<file path="config.mk">
export PLATFORM = sky130hd
export DESIGN_NAME = pwrc_regif
export DESIGN_NICKNAME = d
export VERILOG_FILES = /design/src/rtl/pwrc_pkg.sv /design/src/rtl/pwrc_ctrl.sv /design/src/rtl/pwrc_datapath.sv /design/src/rtl/pwrc_regif.sv
export SDC_FILE = /design/constraint.sdc
export NUM_CORES = 1
export LEC_CHECK = 0
export ABC_CLOCK_PERIOD_IN_PS = 2600
export CAP_MARGIN = 10
export CORE_MARGIN = 2
export CORE_UTILIZATION = 64
export DETAILED_ROUTE_END_ITERATION = 10
export DONT_BUFFER_PORTS = 1
export PLACE_DENSITY = 0.86
export SLEW_MARGIN = 25
export SYNTH_ARGS = -nofsm -noshare
export SYNTH_HDL_FRONTEND = slang
export SYNTH_SLANG_ARGS = --single-unit
</file>
<file path="constraint.sdc">
create_clock -name clk -period 2.6 [get_ports clk]
set_clock_uncertainty 0.15 [all_clocks]
set_input_delay 0.26 -clock clk [delete_from_list [all_inputs] [get_ports clk]]
set_output_delay 0.26 -clock clk [all_outputs]
set_load 0.005 [all_outputs]
</file>
<file path="src/rtl/pwrc_pkg.sv">
package pwrc_pkg;

  localparam int ADDR_W = 8;
  localparam int STS_W  = 12;
  localparam int OFF_W  = 12;
  localparam int CMD_GO_BIT = 31;
  localparam int LITTLE_STBY_POS = 3;
  localparam logic [31:0] CFG_SIG = 32'hCF00_0000;

  localparam logic [ADDR_W-1:0] ADDR_LVL_BIG    = 8'h00;
  localparam logic [ADDR_W-1:0] ADDR_LVL_LITTLE = 8'h08;
  localparam logic [ADDR_W-1:0] ADDR_CMD        = 8'h10;
  localparam logic [ADDR_W-1:0] ADDR_STS        = 8'h18;
  localparam logic [ADDR_W-1:0] ADDR_WAKE       = 8'h24;
  localparam logic [ADDR_W-1:0] ADDR_PD_BIG     = 8'h30;
  localparam logic [ADDR_W-1:0] ADDR_PD_LITTLE  = 8'h34;
  localparam logic [ADDR_W-1:0] ADDR_STBY       = 8'h3C;
  localparam logic [ADDR_W-1:0] ADDR_MB_BIG     = 8'h68;
  localparam logic [ADDR_W-1:0] ADDR_CFG_DATA   = 8'h74;
  localparam logic [ADDR_W-1:0] ADDR_MB_LITTLE  = 8'h78;

  typedef enum logic [1:0] {
    REQ_BIG    = 2'd0,
    REQ_LITTLE = 2'd1,
    REQ_CFG    = 2'd2
  } reqType_e;

  // strobes from control to datapath
  typedef struct packed {
    logic     start;
    reqType_e startKind;
    logic     commit;
    reqType_e commitKind;
  } opStrobe_t;

  function automatic logic [STS_W-1:0] flagBit(reqType_e kind, logic isErr);
    logic [3:0] pos;
    pos = {kind, 2'b00} | {3'b000, isErr};
    return STS_W'(1) << pos;
  endfunction

endpackage

</file>
<file path="src/rtl/pwrc_ctrl.sv">
module pwrc_ctrl
  import pwrc_pkg::*;
#(
  parameter int NUM_LEVELS = 8,
  parameter int LATENCY    = 16,
  parameter int CFG_FUNC   = 6
) (
  input  logic              clk,
  input  logic              rstN,
  input  logic              wrEn,
  input  logic              rdEn,
  input  logic [ADDR_W-1:0] addr,
  input  logic [31:0]       wrData,
  output opStrobe_t         strb,
  output logic [STS_W-1:0]  status,
  output logic              busy,
  output logic              done,
  output logic              reject,
  output logic [$clog2(LATENCY+1)-1:0] cnt
);

  localparam int CNT_W = $clog2(LATENCY+1);

  logic     startReq;
  logic     reqBad;
  reqType_e reqKind;
  reqType_e curKind;
  logic     curBad;
  logic     accept;
  logic     stsRead;
  logic [STS_W-1:0] newFlags;

  always_comb begin
    startReq = 1'b0;
    reqKind  = REQ_CFG;
    reqBad   = 1'b0;
    if (wrEn) begin
      case (addr)
        ADDR_LVL_BIG: begin
          startReq = 1'b1;
          reqKind  = REQ_BIG;
          reqBad   = wrData >= 32'(NUM_LEVELS);
        end
        ADDR_LVL_LITTLE: begin
          startReq = 1'b1;
          reqKind  = REQ_LITTLE;
          reqBad   = wrData >= 32'(NUM_LEVELS);
        end
        ADDR_CMD: begin
          startReq = wrData[CMD_GO_BIT];
          reqKind  = REQ_CFG;
          reqBad   = wrData[23:20] != 4'(CFG_FUNC);
        end
        default: ;
      endcase
    end
  end

  assign done    = busy && (cnt == CNT_W'(1));
  assign accept  = startReq && !busy;
  assign reject  = startReq && busy;
  assign stsRead = rdEn && (addr == ADDR_STS);

  always_comb begin
    newFlags = '0;
    if (done)   newFlags = newFlags | flagBit(curKind, curBad);
    if (reject) newFlags = newFlags | flagBit(reqKind, 1'b1);
  end

  always_ff @(posedge clk or negedge rstN) begin
    if (!rstN) begin
      busy    <= 1'b0;
      cnt     <= '0;
      curKind <= REQ_BIG;
      curBad  <= 1'b0;
      status  <= '0;
    end else begin
      status <= (stsRead ? '0 : status) | newFlags;
      if (accept) begin
        busy    <= 1'b1;
        cnt     <= CNT_W'(LATENCY);
        curKind <= reqKind;
        curBad  <= reqBad;
      end else if (busy) begin
        cnt <= cnt - CNT_W'(1);
        if (done) busy <= 1'b0;
      end
    end
  end

  assign strb.start      = accept;
  assign strb.startKind  = reqKind;
  assign strb.commit     = done && !curBad;
  assign strb.commitKind = curKind;

endmodule

</file>
<file path="src/rtl/pwrc_datapath.sv">
module pwrc_datapath
  import pwrc_pkg::*;
#(
  parameter int NUM_LEVELS  = 8,
  parameter int BIG_CPUS    = 2,
  parameter int LITTLE_CPUS = 3
) (
  input  logic              clk,
  input  logic              rstN,
  input  logic              wrEn,
  input  logic [ADDR_W-1:0] addr,
  input  logic [31:0]       wrData,
  input  opStrobe_t         strb,
  input  logic [STS_W-1:0]  status,
  input  logic [BIG_CPUS-1:0]    standbyBig,
  input  logic [LITTLE_CPUS-1:0] standbyLittle,
  output logic [31:0]       rdData,
  output logic [$clog2(NUM_LEVELS)-1:0] lvlBigOut
);

  localparam int LVL_W = $clog2(NUM_LEVELS);
  localparam logic [31:0] WAKE_KEEP = 32'((1 << BIG_CPUS) - 1)
                                    | (32'((1 << LITTLE_CPUS) - 1) << 4)
                                    | 32'h0000_0C00;

  logic [LVL_W-1:0] lvlBig, lvlLittle, pendLvl;
  logic [OFF_W-1:0] pendOff;
  logic [31:0] cmdReg, cfgData, wakeMask;
  logic pdBig, pdLittle;
  logic [31:0] mbBig [BIG_CPUS];
  logic [31:0] mbLittle [LITTLE_CPUS];
  logic [31:0] stbyWord;
  logic cmdPlain;

  assign cmdPlain = wrEn && (addr == ADDR_CMD) && !wrData[CMD_GO_BIT];

  always_ff @(posedge clk or negedge rstN) begin
    if (!rstN) begin
      lvlBig    <= '0;
      lvlLittle <= '0;
      pendLvl   <= '0;
      pendOff   <= '0;
      cmdReg    <= '0;
      cfgData   <= '0;
    end else begin
      if (strb.start) begin
        if (strb.startKind == REQ_CFG) begin
          cmdReg  <= wrData;
          pendOff <= wrData[OFF_W-1:0];
        end else begin
          pendLvl <= wrData[LVL_W-1:0];
        end
      end else if (cmdPlain) begin
        cmdReg <= wrData;
      end
      if (strb.commit) begin
        case (strb.commitKind)
          REQ_BIG:    lvlBig    <= pendLvl;
          REQ_LITTLE: lvlLittle <= pendLvl;
          default:    cfgData   <= CFG_SIG | 32'(pendOff);
        endcase
      end
    end
  end

  always_ff @(posedge clk or negedge rstN) begin
    if (!rstN) begin
      wakeMask <= '0;
      pdBig    <= 1'b0;
      pdLittle <= 1'b0;
    end else if (wrEn) begin
      if (addr == ADDR_WAKE)      wakeMask <= wrData & WAKE_KEEP;
      if (addr == ADDR_PD_BIG)    pdBig    <= wrData[0];
      if (addr == ADDR_PD_LITTLE) pdLittle <= wrData[0];
    end
  end

  for (genvar i = 0; i < BIG_CPUS; i++) begin : g_mbBig
    always_ff @(posedge clk or negedge rstN) begin
      if (!rstN) mbBig[i] <= '0;
      else if (wrEn && addr == ADDR_MB_BIG + ADDR_W'(4 * i)) mbBig[i] <= wrData;
    end
  end

  for (genvar i = 0; i < LITTLE_CPUS; i++) begin : g_mbLittle
    always_ff @(posedge clk or negedge rstN) begin
      if (!rstN) mbLittle[i] <= '0;
      else if (wrEn && addr == ADDR_MB_LITTLE + ADDR_W'(4 * i)) mbLittle[i] <= wrData;
    end
  end

  always_comb begin
    stbyWord = '0;
    stbyWord[BIG_CPUS-1:0] = standbyBig;
    stbyWord[LITTLE_STBY_POS +: LITTLE_CPUS] = standbyLittle;
  end

  always_comb begin
    rdData = '0;
    case (addr)
      ADDR_LVL_BIG:    rdData = 32'(lvlBig);
      ADDR_LVL_LITTLE: rdData = 32'(lvlLittle);
      ADDR_CMD:        rdData = cmdReg;
      ADDR_STS:        rdData = 32'(status);
      ADDR_WAKE:       rdData = wakeMask;
      ADDR_PD_BIG:     rdData = {31'd0, pdBig};
      ADDR_PD_LITTLE:  rdData = {31'd0, pdLittle};
      ADDR_STBY:       rdData = stbyWord;
      ADDR_CFG_DATA:   rdData = cfgData;
      default: begin
        for (int i = 0; i < BIG_CPUS; i++)
          if (addr == ADDR_MB_BIG + ADDR_W'(4 * i)) rdData = mbBig[i];
        for (int i = 0; i < LITTLE_CPUS; i++)
          if (addr == ADDR_MB_LITTLE + ADDR_W'(4 * i)) rdData = mbLittle[i];
      end
    endcase
  end

  assign lvlBigOut = lvlBig;

endmodule

</file>
<file path="src/rtl/pwrc_regif.sv">
module pwrc_regif
  import pwrc_pkg::*;
#(
  parameter int NUM_LEVELS  = 8,
  parameter int LATENCY     = 16,
  parameter int CFG_FUNC    = 6,
  parameter int BIG_CPUS    = 2,
  parameter int LITTLE_CPUS = 3
) (
  input  logic                   clk,
  input  logic                   rstN,
  input  logic                   wrEn,
  input  logic                   rdEn,
  input  logic [7:0]             addr,
  input  logic [31:0]            wrData,
  output logic [31:0]            rdData,
  input  logic [BIG_CPUS-1:0]    standbyBig,
  input  logic [LITTLE_CPUS-1:0] standbyLittle,
  output logic                   irq
);

  localparam int CNT_W = $clog2(LATENCY + 1);
  localparam int LVL_W = $clog2(NUM_LEVELS);

  opStrobe_t        strb;
  logic [STS_W-1:0] status;
  logic             busyW, doneW, rejectW;
  logic [CNT_W-1:0] cntW;
  logic [LVL_W-1:0] lvlBigW;
  logic             commitBigW;

  pwrc_ctrl #(
    .NUM_LEVELS(NUM_LEVELS), .LATENCY(LATENCY), .CFG_FUNC(CFG_FUNC)
  ) ctrl_i (
    .clk(clk), .rstN(rstN), .wrEn(wrEn), .rdEn(rdEn), .addr(addr),
    .wrData(wrData), .strb(strb), .status(status), .busy(busyW),
    .done(doneW), .reject(rejectW), .cnt(cntW)
  );

  pwrc_datapath #(
    .NUM_LEVELS(NUM_LEVELS), .BIG_CPUS(BIG_CPUS), .LITTLE_CPUS(LITTLE_CPUS)
  ) dp_i (
    .clk(clk), .rstN(rstN), .wrEn(wrEn), .addr(addr), .wrData(wrData),
    .strb(strb), .status(status), .standbyBig(standbyBig),
    .standbyLittle(standbyLittle), .rdData(rdData), .lvlBigOut(lvlBigW)
  );

  assign irq        = |status;
  assign commitBigW = strb.commit && (strb.commitKind == REQ_BIG);

endmodule

</file>
==> out/results.ini, run 1 <==
[synth]
synth-main-ff-cell = dfrtp_1
yosys_warnings = 0
ys_types = 58
synthMuxAreaShare = 0.266
synth_cells = 916
syn_area_um2 = 12100
synth.top_cell.area_share = 0.530
yosysTopAreaCell = dfrtp_1
syn_nets = 967
synth_top_family_by_area = multiplexers
synthArstFlopShare = 1.00
synth.avg_cell_area_um2 = 13.2
synth-compound-area-share = 0.0840
synthTopCellsByCount = dfrtp_1 (256), mux2_2 (160), nand2_1 (67), mux2_4 (59), a211oi_1 (33)
synth_xor_area_frac = 0
yosysSeqAreaShare = 0.530
synth.most_common_cell = dfrtp_1
synth_edf_count = 0
yosys-top-cells-area = dfrtp_1 (53%), mux2_2 (15%), mux2_4 (7.3%)
synth-seq-cells = 256
synth-simple-area-share = 0.0845
synthAdderAreaFrac = 0.00207

[clocking]
clk_latency_ns = 0.54
post_cts_buffers = 0
clockRootBuffer = clkbuf_16
numCtsBuffers = 27
cts_buffer_depth = 3
h-tree-depth = 1
cts_tree = done
clk_pin_slew_ns = 0.06
clock_sinks = 256
ctsHoldBuffers = 41

[global_route]
grt_max_degree = 257
grt.overflow.total = 0
grt_pass1_wl_mm = 49.9
grt_pass1_vias = 8574
antenna_found_initial = 1
grt_use_total = 0.323

[sta]
rsz0062_at_grt = no
slew_violations = 0
tns_ns = 0
fmax_ghz = 0.408
worst_pin_slew_ns = 0.681
relSlewSlack = 0.545
whs_ns = -0.731
period_minus_slack_ns = 2.45
finalCritPeriodShare = 0.942
setup_viol = 0
finalHoldViolCount = 256

[route]
vias_per_cell = 6.80
avgRoutedWirePerCell_um = 25.9
num_vias = 8230
drtPass1Iterations = 5
drt_iter0_markers = 902
ant_nets = 0
wl_mm = 31.3
drc = 0

[setup_path]
crit_required_ns = 2.19
startpoint = addr[7]
startpoint_type = input pin
end_kind = primary output
r2r_end = dp_i.cfgData[10]
critPathSlowestCell = dlygate4sd3_1
path_class = input pin to primary output
slowest_delay_ns = 0.63
rrSetupSlack_ns = 0.29
worst-path-buf-inv = 2
worstPathMaxFanout = 9
cp_cell_sequence = dlygate4sd3_1, nor3_2, a32o_1, a221oi_1, o21ai_0, buf_4
cp.arrival_ns = 2.04
endpoint = rdData[4]
path_delay_family = buffers and inverters
r2r_cells = 5
cp.depth = 6
regToRegStartpoint = ctrl_i.cnt[2]

[layout]
drive_gt1_frac = 0.337
area_growth_pct = 12.4
design_area_um2 = 13600
fill_cells = 1144
nets = 1006

[power_and_ir_drop]
comb_power_share = 0.066
clockPowerShare = 0.436
p_int_w = 0.00675
irDropWorstVdd_mv = 0.563
power.density_nw_per_um2 = 644
p_sw_w = 0.00200
p_leak_nw = 6.70
power_frac_seq = 0.498
p_sw_frac = 0.229

[floorplanning]
io_pins = 82
die_y_um = 141
die-area_um2 = 20000
fp.dieW_um = 141
core_um2 = 18600
row_count = 50
start_util = 0.649

[placed_design]
io_buffers = 0
hpwl_mm = 18.6
gp_congestion = 0.907
place_area_um2 = 12300

[hold_path]
hold_path_class = input pin to async pin

[status]
status = complete, but fails checks
violations = hold timing

[job]
maxCapViolCount = 0

==> stage by stage <==
stage / util / setup slack (ns) / total power, W / std cells / hold slack [ns]
after detailed placement: 0.659 / 0.346 / 0.00488 / 1119 / -0.176
after global routing: 0.729 / 0.0708 / 0.00901 / 1210 / -0.743
after floorplan: - / 0.459 / 0.00480 / 916 / -0.186
after CTS: 0.729 / 0.00439 / 0.00874 / 1209 / -0.738
final: 0.729 / 0.150 / 0.00875 / 1210 / -0.731
after global placement: 0.659 / 0.417 / 0.00484 / 1119 / -0.173
==> timing repair <==
item	in CTS	in global routing
setup endpoints to repair	0	2
gates resized for setup	0	1
hold endpoints to repair	481	256
==> routing by layer <==
layer | share of wire | routed length, µm | up-vias | global-route usage
met5 | 0 | 0 | - | 0
met4 | 0.042 | 1310 | 0 | 0.139
met3 | 0.088 | 2740 | 93 | 0.0729
met2 | 0.47 | 14700 | 414 | 0.499
met1 | 0.40 | 12600 | 4268 | 0.446
li1 | - | - | 3455 | -
==> flip-flops by register name, summed over array words and instances, names as in the netlist <==
signal and flops:
ctrl_i.busy 1, ctrl_i.cnt 5, ctrl_i.curBad 1, ctrl_i.curKind 2
ctrl_i.status 12, dp_i.cfgData 13, dp_i.cmdReg 32, dp_i.lvlBigOut 3
dp_i.lvlLittle 3, dp_i.mbBig 64, dp_i.mbLittle 96, dp_i.pdBig 1
dp_i.pdLittle 1, dp_i.pendLvl 3, dp_i.pendOff 12, dp_i.wakeMask 7
==> layout by cell type (no fill, tap or decap), types with 3 or more instances in the layout <==
cell type	instances
a211oi_1	33
nand4_1	9
o211ai_1	11
nand2_2	3
a21oi_1	22
nor3_1	6
nand3_1	20
nor2b_1	3
o21ai_1	3
mux4_2	14
nor4_4	3
clkinv_2	4
mux2i_1	3
and2_1	10
a22oi_1	22
o21ai_0	30
dlygate4sd3_1	41
mux2_4	59
nand2_1	67
dfrtp_1	256
inv_1	7
buf_4	34
a22o_1	8
nor2_1	30
mux2_2	160
nor4_1	10
clkbuf_1	7
a222oi_1	3
clkbuf_8	8
clkbuf_16	27
mux2_1	16
a32o_1	5
==> worst min-delay path by stage <==
| stage | to | slack, ns | cells after the start |
|---|---|---|---|
| 3_3_place_gp | dp_i.mbLittle[43] | -0.17 | 0 |
| 3_5_place_dp | dp_i.wakeMask[11] | -0.18 | 0 |
| 2_1_floorplan | ctrl_i.busy | -0.19 | 0 |
| 6_report | dp_i.cmdReg[5] | -0.73 | 0 |
| 5_1_grt | dp_i.wakeMask[11] | -0.74 | 0 |
| 4_1_cts | dp_i.wakeMask[10] | -0.74 | 0 |
==> cell type report <==
type / instances / area [µm²] / share of cell area
diodes: 1 / 2.50 / 0.000184
clock buffers: 42 / 812 / 0.0598
clock inverters: 7 / 67.6 / 0.00497
inverters: 7 / 26.3 / 0.00193
multi-input cells: 587 / 5300 / 0.390
flip-flops and latches: 256 / 6410 / 0.471
well taps: 234 / 293 / 0.0215
repair buffers: 76 / 686 / 0.0505
==> kinds of logic after synthesis <==
logic type	Yosys count
compound gates	148
fa+ha+maj	2
buf+inv	73
flops	256
mux	252
simple gates	185
==> power groups by stage <==
stage / sequential [W] / combinational (W) / clock [W]
after floorplan: 0.00436 / 0.000439 / 0
final: 0.00435 / 0.000578 / 0.00382
after global routing: 0.00438 / 0.000633 / 0.00400
after global placement: 0.00440 / 0.000435 / 0
after CTS: 0.00435 / 0.000570 / 0.00382
after detailed placement: 0.00441 / 0.000468 / 0
No activity file was read; power rests on OpenSTA's default activity.
==> run 2: changes to the inputs <==
Settings changed: HOLD_SLACK_MARGIN set to 0.05.
==> run 2 against run 1 <==
Effect of this change:
- the run still ends with hold timing left
- routed wire length rose by 0.93%
- non-clock buffer count rose by 3
- final area rose by 0.24%
- critical endpoint unchanged
==> out/results.ini, run 2 (synthesis gave the netlist of run 1 again) <==
[setup_path]
startpoint_type = flop
cp.arrival_ns = 2.01
path_class = flop to primary output
cp_cell_sequence = a22o_1, a32o_1, a221oi_1, o21ai_0, buf_4
crit_required_ns = 2.19
critPathSlowestCell = dfrtp_1
end_kind = primary output
slowest_delay_ns = 0.41
r2r_cells = 5
cp.depth = 5
path_delay_family = compound AO/OA/AOI/OAI gates
worstPathMaxFanout = 3
worst-path-buf-inv = 1

[route]
vias_per_cell = 6.82
wl_mm = 31.6
ant_nets = 0
drc = 0
avgRoutedWirePerCell_um = 26.0
drt_iter0_markers = 944
num_vias = 8276
drtPass1Iterations = 5

[power_and_ir_drop]
total_power_w = 0.00875
clockPowerShare = 0.436
p_leak_nw = 6.72
p_sw_w = 0.00200
power_frac_seq = 0.498
irDropWorstVdd_mv = 0.558
comb_power_share = 0.067
p_int_w = 0.00675
p_sw_frac = 0.229
power.density_nw_per_um2 = 643

[global_route]
antenna_found_initial = 2
grt_pass1_wl_mm = 49.9
grt_use_total = 0.323
grt.overflow.total = 0
grt_max_degree = 257
grt_pass1_vias = 8542

[layout]
final_cells = 1214
area_growth_pct = 12.7
final_cell_mix = dfrtp_1 (256), mux2_2 (160), nand2_1 (67), mux2_4 (59), dlygate4sd3_1 (44)
largest_register_ffs = 96
fin_util = 0.731
top_register = dp_i.mbLittle
nets = 1009
drive_gt1_frac = 0.336
fill_cells = 1133
layout_commonest_cell = dfrtp_1
reg_top3 = dp_i.mbLittle x96, dp_i.mbBig x64, dp_i.cmdReg x32

[placed_design]
io_buffers = 0
gp_congestion = 0.907
dp_cells = 1119
hpwl_mm = 18.6
pre_cts_ws_ns = 0.346

[sta]
rsz0062_at_grt = no
period_minus_slack_ns = 2.42
whs_ns = -0.731
tns_ns = 0
finalCritPeriodShare = 0.930
worst_slack_ns = 0.182
slew_violations = 0
finalHoldViolCount = 256
setup_viol = 0
worst_pin_slew_ns = 0.712
fmax_ghz = 0.414
relSlewSlack = 0.525

[clocking]
clk_latency_ns = 0.54
cts_tree = done
cts_buffer_depth = 3
ctsHoldBuffers = 44
h-tree-depth = 1
numCtsBuffers = 27
clk_pin_slew_ns = 0.06
clockRootBuffer = clkbuf_16
clock_sinks = 256
post_cts_buffers = 0

[floorplanning]
core_um2 = 18600
io_pins = 82
row_count = 50
die-area_um2 = 20000
die_y_um = 141
fp.dieW_um = 141
start_util = 0.649

[hold_path]
hold_path_class = input pin to async pin

[job]
maxCapViolCount = 0

[status]
violations = hold timing
status = complete, but fails checks

==> run 2: cell count changes in the layout (fill, tap and decap cells not counted) <==
| cell | previous run | this run |
|---|---|---|
| dlygate4sd3_1 | 41 | 44 |
| diode_2 | 1 | 2 |
==> run 2: cell type report <==
| class | instances | area, µm² | share of cell area |
|---|---|---|---|
| flip-flops and latches | 256 | 6410 | 0.470 |
| multi-input cells | 587 | 5300 | 0.389 |
| clock buffers | 42 | 812 | 0.0596 |
| repair buffers | 79 | 716 | 0.0525 |
| well taps | 234 | 293 | 0.0215 |
| clock inverters | 7 | 67.6 | 0.00496 |
| inverters | 7 | 26.3 | 0.00193 |
| diodes | 2 | 5.00 | 0.000367 |
==> run 2: repair_timing <==
| action | in CTS | in global routing |
|---|---|---|
| endpoints found under the setup margin | 0 | 2 |
| gates resized for setup | 0 | 1 |
| endpoints found under the hold margin | 487 | 256 |
==> run 2: path summary, 6_finish.rpt <==
kind / startpoint / endpoint / slack, ns
setup / recovery: ctrl_i.status[4] / rdData[4] / 0.18
hold / removal: rstN / dp_i.mbLittle[4] / -0.73
setup reg to reg: ctrl_i.cnt[2] / dp_i.cfgData[10] / 0.25
hold reg to reg: dp_i.cfgData[24] / dp_i.cfgData[24] / 0.33
max in group asynchronous: rstN / dp_i.mbBig[17] / 2.43
min in group clk: wrEn / dp_i.mbLittle[6] / 0.07
==> run 2: power by group through the flow <==
stage | combinational (W) | clock [W] | sequential (W)
floorplan | 0.000439 | 0 | 0.00436
global placement | 0.000435 | 0 | 0.00440
detailed placement | 0.000468 | 0 | 0.00441
CTS | 0.000575 | 0.00382 | 0.00435
global route | 0.000635 | 0.00400 | 0.00438
finish | 0.000583 | 0.00381 | 0.00436
==> run 2: per-layer routing <==
metal	GRT usage	vias to the layer above	share of wire
li1	-	3467	-
met1	0.443	4245	0.40
met2	0.506	457	0.47
met3	0.0756	107	0.092
met4	0.127	0	0.039
met5	0	-	0
==> run 2: metrics by stage <==
step | hold slack (ns) | cell area [µm²]
floorplan | -0.186 | 12100
global placement | -0.173 | 12300
detailed placement | -0.176 | 12300
CTS | -0.738 | 13600
global route | -0.741 | 13600
finish | -0.731 | 13600
